===== config.mk =====
export PLATFORM = sky130hd
export DESIGN_NAME = bxl_unit
export DESIGN_NICKNAME = d
export VERILOG_FILES = /design/src/rtl/bxl_pkg.sv /design/src/rtl/bxl_cond_eval.sv /design/src/rtl/bxl_call_link.sv /design/src/rtl/bxl_exchange.sv /design/src/rtl/bxl_unit.sv
export SDC_FILE = /design/constraint.sdc
export NUM_CORES = 1
export LEC_CHECK = 0
export CORE_AREA = 4 4 162 117
export DETAILED_ROUTE_END_ITERATION = 8
export DIE_AREA = 0 0 166 121
export GPL_TIMING_DRIVEN = 1
export PLACE_DENSITY = 0.68
export SETUP_SLACK_MARGIN = 0.4
export SYNTH_ARGS = -nofsm -noshare
export SYNTH_HDL_FRONTEND = slang
export SYNTH_SLANG_ARGS = --single-unit

===== constraint.sdc =====
create_clock -name clk -period 7.13 [get_ports clk]
set_input_delay 1.426 -clock clk [delete_from_list [all_inputs] [get_ports clk]]
set_output_delay 1.426 -clock clk [all_outputs]
set_load 0.005 [all_outputs]

===== src/rtl/bxl_pkg.sv =====
package bxl_pkg;
  typedef enum logic [2:0] {
    BK_COND   = 3'd0,
    BK_UNCOND = 3'd1,
    BK_EXCH   = 3'd2,
    BK_CALL1  = 3'd3,
    BK_CALL2  = 3'd4
  } br_kind_e;

  localparam logic [3:0] CC_UNDEF = 4'hE;
endpackage


===== src/rtl/bxl_cond_eval.sv =====
module bxl_cond_eval (
  input  logic [3:0] cond,
  input  logic [3:0] nzcv,
  output logic       pass,
  output logic       undef
);
  logic n, z, c, v;
  assign n = nzcv[3];
  assign z = nzcv[2];
  assign c = nzcv[1];
  assign v = nzcv[0];

  always_comb begin
    undef = 1'b0;
    case (cond)
      4'h0: pass = z;
      4'h1: pass = !z;
      4'h2: pass = c;
      4'h3: pass = !c;
      4'h4: pass = n;
      4'h5: pass = !n;
      4'h6: pass = v;
      4'h7: pass = !v;
      4'h8: pass = c && !z;
      4'h9: pass = !c || z;
      4'hA: pass = (n == v);
      4'hB: pass = (n != v);
      4'hC: pass = !z && (n == v);
      4'hD: pass = z || (n != v);
      4'hE: begin pass = 1'b0; undef = 1'b1; end
      default: pass = 1'b0;
    endcase
  end

  always_comb begin
    assert_undef_not_taken_R5: assert (!(undef && pass));
  end
endmodule


===== src/rtl/bxl_call_link.sv =====
module bxl_call_link #(
  parameter int XLEN   = 32,
  parameter int LOFS_W = 11
) (
  input  logic [LOFS_W-1:0] lofs,
  input  logic [XLEN-1:0]   pc,
  input  logic [XLEN-1:0]   lr,
  output logic [XLEN-1:0]   first_lr,
  output logic [XLEN-1:0]   second_pc,
  output logic [XLEN-1:0]   second_lr
);
  localparam int HI_SH = LOFS_W + 1;
  localparam int HI_W  = LOFS_W + HI_SH;

  logic [XLEN-1:0] hi_ext, lo_ext;
  assign hi_ext = {{(XLEN-HI_W){lofs[LOFS_W-1]}}, lofs, {HI_SH{1'b0}}};
  assign lo_ext = {{(XLEN-LOFS_W-1){1'b0}}, lofs, 1'b0};

  assign first_lr  = pc + hi_ext;
  assign second_pc = lr + lo_ext;
  assign second_lr = (pc - XLEN'(2)) | XLEN'(1);
endmodule


===== src/rtl/bxl_exchange.sv =====
module bxl_exchange #(
  parameter int XLEN = 32
) (
  input  logic [XLEN-1:0] xop,
  input  logic            xop_is_pc,
  output logic [XLEN-1:0] tgt,
  output logic            state
);
  logic [XLEN-1:0] op;
  always_comb begin
    op = xop;
    if (xop_is_pc) op[0] = 1'b0;
  end

  assign state = op[0];
  assign tgt   = {op[XLEN-1:2], op[1] & op[0], 1'b0};
endmodule


===== src/rtl/bxl_unit.sv =====
module bxl_unit
  import bxl_pkg::*;
#(
  parameter int XLEN   = 32,
  parameter int OFS_W  = 12,
  parameter int LOFS_W = 11
) (
  input  logic              clk,
  input  logic              rst,
  input  logic              in_valid,
  input  logic [2:0]        in_kind,
  input  logic [3:0]        in_cond,
  input  logic [OFS_W-1:0]  in_ofs,
  input  logic [LOFS_W-1:0] in_lofs,
  input  logic [3:0]        in_nzcv,
  input  logic [XLEN-1:0]   in_pc,
  input  logic [XLEN-1:0]   in_lr,
  input  logic [XLEN-1:0]   in_xop,
  input  logic              in_xop_is_pc,
  input  logic              in_state,
  output logic              o_valid,
  output logic              o_pc_we,
  output logic [XLEN-1:0]   o_pc,
  output logic              o_flush,
  output logic              o_lr_we,
  output logic [XLEN-1:0]   o_lr,
  output logic              o_state,
  output logic              o_undef
);
  logic            c_pass, c_undef;
  logic [XLEN-1:0] k_first_lr, k_second_pc, k_second_lr;
  logic [XLEN-1:0] x_tgt;
  logic            x_state;
  logic [XLEN-1:0] rel_tgt;

  bxl_cond_eval u_cond (
    .cond (in_cond),
    .nzcv (in_nzcv),
    .pass (c_pass),
    .undef(c_undef)
  );

  bxl_call_link #(.XLEN(XLEN), .LOFS_W(LOFS_W)) u_call (
    .lofs     (in_lofs),
    .pc       (in_pc),
    .lr       (in_lr),
    .first_lr (k_first_lr),
    .second_pc(k_second_pc),
    .second_lr(k_second_lr)
  );

  bxl_exchange #(.XLEN(XLEN)) u_exch (
    .xop      (in_xop),
    .xop_is_pc(in_xop_is_pc),
    .tgt      (x_tgt),
    .state    (x_state)
  );

  assign rel_tgt = in_pc + {{(XLEN-OFS_W){in_ofs[OFS_W-1]}}, in_ofs};

  logic            n_valid, n_pc_we, n_flush, n_lr_we, n_state, n_undef;
  logic [XLEN-1:0] n_pc, n_lr;

  always_comb begin
    n_valid = 1'b0; n_pc_we = 1'b0; n_flush = 1'b0; n_lr_we = 1'b0;
    n_state = 1'b0; n_undef = 1'b0; n_pc = '0; n_lr = '0;
    if (in_valid) begin
      n_valid = 1'b1;
      n_pc    = in_pc;
      n_state = in_state;
      case (in_kind)
        BK_COND: begin
          n_undef = c_undef;
          if (c_pass) begin
            n_pc = rel_tgt; n_pc_we = 1'b1; n_flush = 1'b1;
          end
        end
        BK_UNCOND: begin
          n_pc = rel_tgt; n_pc_we = 1'b1; n_flush = 1'b1;
        end
        BK_EXCH: begin
          n_pc = x_tgt; n_state = x_state; n_pc_we = 1'b1; n_flush = 1'b1;
        end
        BK_CALL1: begin
          n_lr = k_first_lr; n_lr_we = 1'b1;
        end
        BK_CALL2: begin
          n_pc = k_second_pc; n_lr = k_second_lr;
          n_pc_we = 1'b1; n_lr_we = 1'b1; n_flush = 1'b1;
        end
        default: ;
      endcase
    end
  end

  logic [2:0] kind_q;
  always_ff @(posedge clk) begin
    if (rst) begin
      o_valid <= 1'b0; o_pc_we <= 1'b0; o_pc <= '0; o_flush <= 1'b0;
      o_lr_we <= 1'b0; o_lr <= '0; o_state <= 1'b0; o_undef <= 1'b0;
      kind_q  <= 3'd7;
    end else begin
      o_valid <= n_valid; o_pc_we <= n_pc_we; o_pc <= n_pc; o_flush <= n_flush;
      o_lr_we <= n_lr_we; o_lr <= n_lr; o_state <= n_state; o_undef <= n_undef;
      kind_q  <= in_valid ? in_kind : 3'd7;
    end
  end

  assert_undef_quiet_R5: assert property (@(posedge clk) disable iff (rst)
    o_undef |-> (!o_flush && !o_pc_we && !o_lr_we));
  assert_call1_no_jump_R6: assert property (@(posedge clk) disable iff (rst)
    (o_valid && kind_q == BK_CALL1) |-> (o_lr_we && !o_flush && !o_pc_we));
  assert_call2_jump_R7: assert property (@(posedge clk) disable iff (rst)
    (o_valid && kind_q == BK_CALL2) |-> (o_lr_we && o_flush && o_lr[0]));
  assert_exch_align_R8: assert property (@(posedge clk) disable iff (rst)
    (o_valid && kind_q == BK_EXCH) |-> (!o_pc[0] && (o_state || !o_pc[1]) && !o_lr_we));
  assert_idle_quiet_R10: assert property (@(posedge clk) disable iff (rst)
    !o_valid |-> (!o_flush && !o_pc_we && !o_lr_we && !o_undef));
  assert_flush_writes_pc_R3: assert property (@(posedge clk) disable iff (rst)
    o_flush |-> o_pc_we);
endmodule


==> flow_summary.yaml <==
sta:
  worst_slew_pin_slew_ns: 1.07
  slew_violations: 0
  fin_crit_sh_pct: 67.6
  finalSetupViolCount: 0
  layout_min_cycle_time_ns: 4.82
  fin_ws_ns: 2.31
  whs_ns: 1.65
  report.final.hold_viol_count: 0
  slew_headroom_pct: 28.8
  max_freq_mhz: 207
  rsz0062_at_grt: "no"
  setup_tns_ns: 0
cts:
  clock_sinks: 69
  cts_tree: "done"
  ctsResizeCount: 0
  cts.htree.levels: 3
  cts_made_buffers: 9
  cts_max_path_buffers: 2
  clk_pin_slew_ns: 0.06
  cts_setup_buffers: 0
  cts_root_buf: "clkbuf_16"
  hold_buffers: 0
power:
  power.internal_w: 0.000973
  power_w: 0.00146
  power_density_mw_per_mm2: 156
  vdd_ir_drop_max_uv: 81.5
  clkPwrFrac_pct: 34.3
  pwr-share-seq_pct: 27.9
  p_sw_w: 0.000489
  p_leak_nw: 3.70
  p_sw_share_pct: 33.4
  power_frac_comb_pct: 37.8
min_path:
  hp-class: "primary input to register"
routing:
  wl_per_cell_um: 19.7
  vias: 7737
  drc: 0
  detail-route-antenna-nets: 0
  drt_iter0_markers: 874
  via_per_inst: 5.84
  first_pass_iters: 5
  drt-total-wl_mm: 26.1
logic_synthesis:
  synth_nets: 1101
  syn-instance-count: 901
  yosys.area.top_type: "dfxtp_1"
  syn-cell-area_sq_mm: 0.00682
  synth_top_area_share_pct: 20.3
  ys_seq_area_share_pct: 20.3
  syn_area_per_cell_sq_um: 7.56
  ys_top_cells_by_area: "dfxtp_1, ha_1, a21oi_1"
  ys_types: 68
  ys.flop_type: "dfxtp_1"
  ys_warn_count: 0
  synth_seq_cells: 69
  synth_edf_count: 0
  async_flop_share_pct: 0
run:
  drv_cap: 0
setup_path:
  cp.arrival_ns: 5.03
  max_stage_delay_ns: 0.93
  worst_path_max_delay_cell: "clkdlybuf4s50_1"
  worstPathRequired_ns: 7.34
  worstSetupStartpointType: "primary input"
  crit_fanout: 21
  path_cells: "clkdlybuf4s50_1 > ha_1 > a21o_1 > a21o_1 > a221o_1 > a2111oi_0 > a21oi_1 > a21oi_1 > or4_1 > and4_1 > o22ai_1"
  crit_type: "primary input to register"
  critPathCaptureType: "register"
placed_design:
  gp_congestion: 0.974
  dpl.hpwl_mm: 20.6
  io_buffers: 204
  dpl_worst_slack_ns: 2.03
floorplanning:
  initial_utilization_pct: 38.7
  fp.dieH_um: 121
  core.rowCount: 41
  coreArea_sq_mm: 0.0176
  dieWidth_um: 166
  fp.dieArea_sq_mm: 0.0201
  pin_count: 205
grt:
  grt_usage_pct: 25.3
  antenna_found_initial: 0
  grt_pass1_vias: 7148
  grt_pass1_wl_mm: 40.5
  grt_max_degree: 56
  grt_overflow: 0
final_layout:
  mostFrequentLayoutCells: "clkdlybuf4s50_1, a21oi_1, nand2_1, nor2_1, dfxtp_1"
  areaGrowthSynthToFinish_pct: 37.4
  n_antenna_cell: 0
  nNetsFinal: 1284
  drive_gt1_share_pct: 3.31
  final_common_cell: "clkdlybuf4s50_1"
outcome:
  status: "complete, no violations"
==> path summary, 6_finish.rpt <==
| path | end | slack [ns] | cells past startpoint | startpoint |
|---|---|---|---|---|
| setup / recovery | o_pc[28]$_SDFF_PP0_ | 2.31 | 11 | in_ofs[11] |
| hold / removal | o_state$_SDFF_PP0_ | 1.65 | 3 | in_state |
==> power groups by stage <==
stage               logic [W]  clock network, W  registers, W
finish               0.000553          0.000502      0.000407
global route         0.000605          0.000526      0.000409
CTS                  0.000543          0.000511      0.000407
detailed placement   0.000539                 0      0.000416
global placement     0.000537                 0      0.000416
floorplan            0.000315                 0      0.000417
==> per-layer routing <==
| layer | part of all wire (%) | global-route usage, % | vias to the layer above |
|---|---|---|---|
| met5 | 0 | 0 | - |
| met3 | 10 | 5.73 | 24 |
| met2 | 41 | 37.3 | 370 |
| met4 | 0.89 | 4.48 | 0 |
| met1 | 48 | 38.0 | 3623 |
| li1 | - | - | 3720 |
==> registers in the layout, summed over array words and instances, names as in the netlist <==
| signal | flops |
|---|---|
| o_lr | 32 |
| o_undef | 1 |
| o_state | 1 |
| o_valid | 1 |
| o_lr_we | 1 |
| o_flush | 1 |
| o_pc | 32 |
==> kinds of logic (layout without fill, tap and decap cells) <==
logic type / Yosys count / after routing / share of synthesized area, %
fa+ha+maj: 65 / 65 / 12.3
compound gates: 315 / 315 / 30.3
xor+xnor: 90 / 90 / 11.6
mux: 3 / 3 / 0.459
buf+inv: 66 / 254 / 3.84
flops: 69 / 69 / 20.3
simple gates: 293 / 293 / 21.3
==> layout make-up <==
type | count | area, sq um
fill | 1713 | 8230
multi-input combinational | 766 | 5170
timing repair buffer | 209 | 2080
sequential | 69 | 1380
tap | 236 | 295
clock buffer | 10 | 239
inverter | 29 | 109
clock inverter | 6 | 86.3
==> critical path: cells and delay by family <==
| kind | cells | cell delay, ns |
|---|---|---|
| AND/OR/NAND/NOR | 2 | 0.35 |
| AO/OA/AOI/OAI | 7 | 1.69 |
| adder cells (fa/ha/maj) | 1 | 0.62 |
| buffers and inverters | 1 | 0.93 |
==> through the flow <==
stage          std cells  area, sq um  utilization (%)
5_1_grt             1325         9370             53.2
3_5_place_dp        1309         9040             51.4
3_3_place_gp        1309         9040             51.4
4_1_cts             1325         9370             53.2
2_1_floorplan        901         6820                -
6_report            1325         9370             53.2
==> cell usage after synthesis (all sizes together), types with 4 or more instances <==
library cell	instances
inv	29
nand2	82
o31ai	9
o21bai	8
o21ai	54
nand2b	20
and3	6
nor2b	9
a2111oi	4
a21o	30
nor2	73
or3	5
a31oi	5
ha	62
xor2	52
o211ai	9
a211oi	5
a21oi	94
nor4	14
nor3	26
a311oi	5
o22ai	24
o21a	13
nand4	9
a222oi	14
and2	8
a221oi	8
dfxtp	69
xnor2	38
buf	5
clkbuf	32
a22oi	10
nand3	20
(Power assumes the default switching activity.)
